### config.mk
export PLATFORM = sky130hd
export DESIGN_NAME = video_range_guard
export DESIGN_NICKNAME = d
export VERILOG_FILES = /design/src/rtl/video_range_guard.sv
export SDC_FILE = /design/constraint.sdc
export NUM_CORES = 1
export LEC_CHECK = 0
export ABC_AREA = 1
export CAP_MARGIN = 20
export CORE_AREA = 2 2 40 42
export CTS_BUF_LIST = sky130_fd_sc_hd__clkbuf_16
export DETAILED_ROUTE_END_ITERATION = 8
export DIE_AREA = 0 0 42 44
export PLACE_DENSITY = 0.77
export REMOVE_ABC_BUFFERS = 1
export SYNTH_ARGS = -nofsm -noshare
export SYNTH_HDL_FRONTEND = slang
export SYNTH_SLANG_ARGS = --single-unit
### constraint.sdc
create_clock -name clk -period 0.8 [get_ports clk]
set_clock_uncertainty 0.1 [all_clocks]
set_input_delay 0.08 -clock clk [delete_from_list [all_inputs] [get_ports clk]]
set_output_delay 0.08 -clock clk [all_outputs]
set_load 0.05 [all_outputs]
### src/rtl/video_range_guard.sv
module video_range_guard #(
  parameter int DATA_W = 8
) (
  input  logic              clk,
  input  logic              rst_n,
  input  logic              in_valid,
  input  logic [DATA_W-1:0] in_data,
  input  logic              in_vbi,
  input  logic              cfg_parity,
  output logic              out_valid,
  output logic [DATA_W-1:0] out_data
);
  localparam logic [DATA_W-1:0] LO_CODE = '0;
  localparam logic [DATA_W-1:0] HI_CODE = '1;
  localparam logic [DATA_W-1:0] LO_SAFE = DATA_W'(1);
  localparam logic [DATA_W-1:0] HI_SAFE = HI_CODE - DATA_W'(1);

  logic              use_parity;
  logic              odd_bit;
  logic [DATA_W-1:0] clipped;
  logic [DATA_W-1:0] parity_word;
  logic [DATA_W-1:0] next_word;

  assign use_parity  = in_vbi & cfg_parity;
  assign odd_bit     = ~(^in_data[DATA_W-1:1]);
  assign parity_word = {in_data[DATA_W-1:1], odd_bit};
  assign clipped     = (in_data == LO_CODE) ? LO_SAFE :
                       (in_data == HI_CODE) ? HI_SAFE : in_data;
  assign next_word   = use_parity ? parity_word : clipped;

  always_ff @(posedge clk) begin
    if (!rst_n) begin
      out_valid <= 1'b0;
      out_data  <= LO_SAFE;
    end else begin
      out_valid <= in_valid;
      if (in_valid) out_data <= next_word;
    end
  end
endmodule

==> results of run 1 <==
## state kept, by name (all words and copies together), names as in the netlist
register and count:
out_data 8, out_valid 1
## final timing paths
check	startpoint	endpoint	slack, ps
max	out_data[2]$_SDFFE_PN0P_	out_data[2]	-110
min	in_data[6]	out_data[6]$_SDFFE_PN0P_	50
max reg2reg	out_data[3]$_SDFFE_PN0P_	out_data[3]$_SDFFE_PN0P_	-30
min reg2reg	out_data[0]$_SDFFE_PN1P_	out_data[0]$_SDFFE_PN1P_	430
## layer usage
layer	GRT usage	vias up
li1	-	313
met1	0.212	280
met2	0.378	26
met3	0.104	6
met4	0.103	0
met5	0	-
## kinds of logic after synthesis
family | Yosys count | share of synthesized area
DFF | 9 | 0.389
and+or+nand+nor | 33 | 0.292
AOI/OAI and AO/OA | 17 | 0.189
buffers and inverters | 14 | 0.130
## report_power, final
group	internal [mW]	switching [mW]
clock	0.654	0.224
combinational	0.242	0.257
sequential	0.488	0.0351
## repair_timing
action / 4_1_cts / 5_1_grt
hold buffers: 0 / 0
setup buffers: 1 / 3
resized for setup: 35 / 16
endpoints found under the setup margin: 17 / 14
pin swaps: 3 / 3
## stage by stage
| step | setup TNS [ps] | std cells |
|---|---|---|
| 6_report | -1020 | 128 |
| 5_1_grt | -1250 | 128 |
| 4_1_cts | -1030 | 125 |
| 3_5_place_dp | -3520 | 120 |
| 3_3_place_gp | -3210 | 120 |
| 2_1_floorplan | -1680 | 72 |
## cell type report
type,instances,area (sq um)
timing repair buffer,36,379
tap,16,20.0
sequential,9,194
fill,91,450
clock inverter,1,3.75
clock buffer,3,75.1
inverter,13,48.8
multi-input combinational,50,248
## layout by cell type (no fill, tap or decap)
master / synthesis / final
a21boi_0: 1 / 1
a21oi_1: 8 / 8
buf_12: 0 / 9
buf_4: 0 / 14
buf_6: 1 / 1
clkbuf_16: 0 / 3
clkbuf_2: 0 / 7
clkdlybuf4s50_1: 0 / 3
dfxtp_2: 0 / 8
dfxtp_4: 0 / 1
dlygate4sd2_1: 0 / 2
inv_1: 13 / 9
inv_2: 0 / 5
nand2_1: 22 / 18
nand2_2: 1 / 5
nand3_1: 4 / 4
nand4_1: 1 / 1
nor2_1: 4 / 3
nor2_2: 0 / 1
nor3_2: 0 / 1
o21ai_0: 8 / 4
o21ai_1: 0 / 2
o21ai_2: 0 / 2
==> impl_metrics.toml, run 1 <==
[outcome]
run_status = "complete, but fails checks"
violations = "setup timing"

[grt]
grt.total_usage = 0.214
grt_pass1_wl_mm = 2.82
grt_max_degree = 13
grt_pass1_vias = 653
grt.overflow.total = 0
antenna_found_initial = 0

[clocking]
htree_levels = 1
clock_path_buffers = 2
clock_latency_ps = 240
cts_inserted_buffers = 3
clk_pin_slew_ps = 40
cts_sinks = 9
cts_tree = "done"
cts_root_buf = "clkbuf_16"

[sta]
drv_slew = 0
tightest_slew_ps = 188
min_period_ps = 912
holdWs_ps = 53.3
rsz0062_at_grt = "true"
fmax_mhz = 1100
final_hold_viol_count = 0
fin_ws_ps = -112
max_slew_margin = 0.875
period_share = 1.14
setup_viol = 11

[power_and_ir_drop]
p_leak_nw = 0.507
vdd_drop_max_mv = 1.85
p_total_mw = 1.90
p_per_area_nw_per_um2 = 1960

[setup_path]
crit_family = "flip-flops"
critPathMaxStageDelay_ps = 350
critPathArrivalTime_ps = 730
rr_worst_depth = 3
worst-path-stages = 1
cp_max_fo = 2
path_cells = "buf_12"
endpoint_kind = "primary output"
worst_ep_required_time_ps = 620
path_buf_inv = 1
start_kind = "flop"
crit_type = "flop to primary output"
crit_slowest_cell = "dfxtp_4"

[synth]
synth_edf_count = 0
synthDistinctLibCells = 12
synthCells = 73
synth-seq-cells = 9
synth_top_cell_by_area = "dfxtp_1"
synth_most_common_cell = "nand2_1"
synthTopCellsByArea = "dfxtp_1 (39%), nand2_1 (18%), inv_1 (11%)"
netlist_area_sq_um = 463
synthTopCellsByCount = "nand2_1 (22), inv_1 (13), dfxtp_1 (9)"
async_reset_ff_frac = 0
syn_area_per_cell_sq_um = 6.34
synth_top_area_share = 0.389
synthFlopType = "dfxtp_1"
ys_warn_count = 0
seq_area_frac_synth = 0.389

[floorplanning]
dieHeight_um = 44
rows = 14
coreArea_sq_um = 1420
start_util = 0.326
ios = 22
die_w_um = 42
dieArea_sq_um = 1850

[cells_and_area]
final_area_sq_um = 968
nNetsFinal = 126
diodes = 0
area_growth_pct = 109
fin_util = 0.683
layout-drive-gt1-share = 0.509

[route]
drc = 0
wirelength_mm = 1.70
firstDrtPassIters = 4
viasPerCell = 4.88
vias = 625
avgRoutedWirePerCell_um = 13.3
met2_wirelength_um = 897
postRouteAntennaNets = 0
drt-met1-wl_um = 625
wl_met3_um = 130
top_layer_used = "met4"
drtIter0Drc = 6

[worst_hold_path]
min_path_type = "input port to flop"
hold_depth = 3

[place]
port_buffers = 21
dp_slack_ps = -657
dp_hpwl_mm = 1.09
place_area_sq_um = 855
routabilityCongestion = 0.727

[run]
drv_cap = 0
No activity file was read; power rests on OpenSTA's default activity.
==> run 2, diff against run 1 <==
CORE_AREA = 2 2 39 41   (was 2 2 40 42)
CTS_BUF_LIST = sky130_fd_sc_hd__clkbuf_8   (was sky130_fd_sc_hd__clkbuf_16)
DIE_AREA = 0 0 41 43   (was 0 0 42 44)
GPL_ROUTABILITY_DRIVEN = 0   (was unset)
PLACE_DENSITY = 0.81   (was 0.77)
clock period = 0.81 ns   (was 0.8 ns; I/O delays follow)
==> impl_metrics.toml, run 2 (same netlist as run 1, synthesis figures left out) <==
[setup_path]
cp_max_fo = 2
crit_family = "flip-flops"
endpoint_kind = "primary output"
path_cells = "buf_12"
start_kind = "flop"
worst_ep_required_time_ps = 630
critPathMaxStageDelay_ps = 350
path_buf_inv = 1
crit_type = "flop to primary output"
crit_slowest_cell = "dfxtp_2"
critPathArrivalTime_ps = 730

[grt]
grt_busiest_layer = "met2"
grt_pass1_vias = 618
grt_pass1_wl_mm = 2.42
grt.total_usage = 0.207
use_met1 = 0.203
grt_max_degree = 10
use_met3 = 0.0314
antenna_found_initial = 0
gr-usage-met2 = 0.363
grt.overflow.total = 0

[cells_and_area]
fin_util = 0.716
largest_register_ffs = 8
top_regs = "out_data x8, out_valid x1"
nNetsFinal = 127
final_common_cell = "nand2_1"
final_cell_mix = "nand2_1 (17), buf_4 (13), buf_12 (10)"
layout-drive-gt1-share = 0.558
area_growth_pct = 114
diodes = 0
top_register = "out_data"

[floorplanning]
dieHeight_um = 43
coreArea_sq_um = 1380
start_util = 0.335
rows = 14
dieArea_sq_um = 1760
die_w_um = 41
ios = 22

[sta]
holdWs_ps = 76.8
setup_viol = 10
drv_slew = 0
period_share = 1.13
fin_ws_ps = -103
min_period_ps = 913
final_hold_viol_count = 0
fmax_mhz = 1100
tns_ps = -802
max_slew_margin = 0.803
rsz0062_at_grt = "true"
tightest_slew_ps = 296

[clocking]
cts_hold_buf = 0
clock_path_buffers = 2
cts_sinks = 9
clock_latency_ps = 230
cts_tree = "done"
cts_inserted_buffers = 3
htree_levels = 1
clk_pin_slew_ps = 50
cts_root_buf = "clkbuf_8"

[outcome]
run_status = "complete, but fails checks"
violations = "setup timing"

[run]
drv_cap = 0

[route]
drtIter0Drc = 6
vias = 626
wirelength_mm = 1.65
viasPerCell = 4.85
firstDrtPassIters = 3
drc = 0
postRouteAntennaNets = 0
avgRoutedWirePerCell_um = 12.8

[power_and_ir_drop]
switching_share = 0.311
p_switching_uw = 482
p_total_mw = 1.55
p_int_mw = 1.07
vdd_drop_max_mv = 1.10
p_leak_nw = 0.542
power_frac_clock = 0.333
p_seq_frac = 0.332
p_per_area_nw_per_um2 = 1570
p_comb_frac = 0.336

[worst_hold_path]
min_path_type = "input port to flop"

[place]
port_buffers = 21
dp_hpwl_um = 956
==> run 2: final cells by class <==
type | instances | area (sq um)
fill | 96 | 393
clock buffer | 3 | 41.3
multi-input combinational | 50 | 269
clock inverter | 1 | 3.75
tap | 16 | 20.0
sequential | 9 | 191
inverter | 13 | 48.8
timing repair buffer | 37 | 417
==> run 2: repair_timing <==
action,4_1_cts,5_1_grt
hold endpoints to repair,0,0
pin swaps,3,14
cloned,1,0
setup buffers,2,4
endpoints found under the setup margin,17,17
resized for setup,29,42
==> run 2: routing by layer <==
metal | vias up | share of wire
li1 | 312 | -
met1 | 296 | 0.39
met2 | 13 | 0.55
met3 | 5 | 0.025
met4 | 0 | 0.028
met5 | - | 0
==> run 2: worst paths after layout <==
kind / start / endpoint / slack [ps] / cells after the start
worst max-delay path: out_data[1]$_SDFFE_PN0P_ / out_data[1] / -100 / 1
worst max register to register: out_data[1]$_SDFFE_PN0P_ / out_data[1]$_SDFFE_PN0P_ / 30 / 2
worst min-delay path: in_data[1] / out_data[1]$_SDFFE_PN0P_ / 80 / 4
worst min register to register: out_data[0]$_SDFFE_PN1P_ / out_data[0]$_SDFFE_PN1P_ / 410 / 2
==> run 2: through the flow <==
step	area (sq um)	std cells	setup slack, ps
2_1_floorplan	452	72	-228
3_3_place_gp	840	118	-584
3_5_place_dp	840	118	-620
4_1_cts	936	125	-124
5_1_grt	991	129	-113
6_report	991	129	-103
==> run 2: power by group through the flow <==
stage | clock network [mW] | registers [mW] | logic [mW]
global route | 0.543 | 0.517 | 0.552
CTS | 0.527 | 0.513 | 0.473
finish | 0.516 | 0.515 | 0.521
detailed placement | 0 | 0.514 | 0.455
floorplan | 0 | 0.604 | 0.0951
global placement | 0 | 0.514 | 0.446
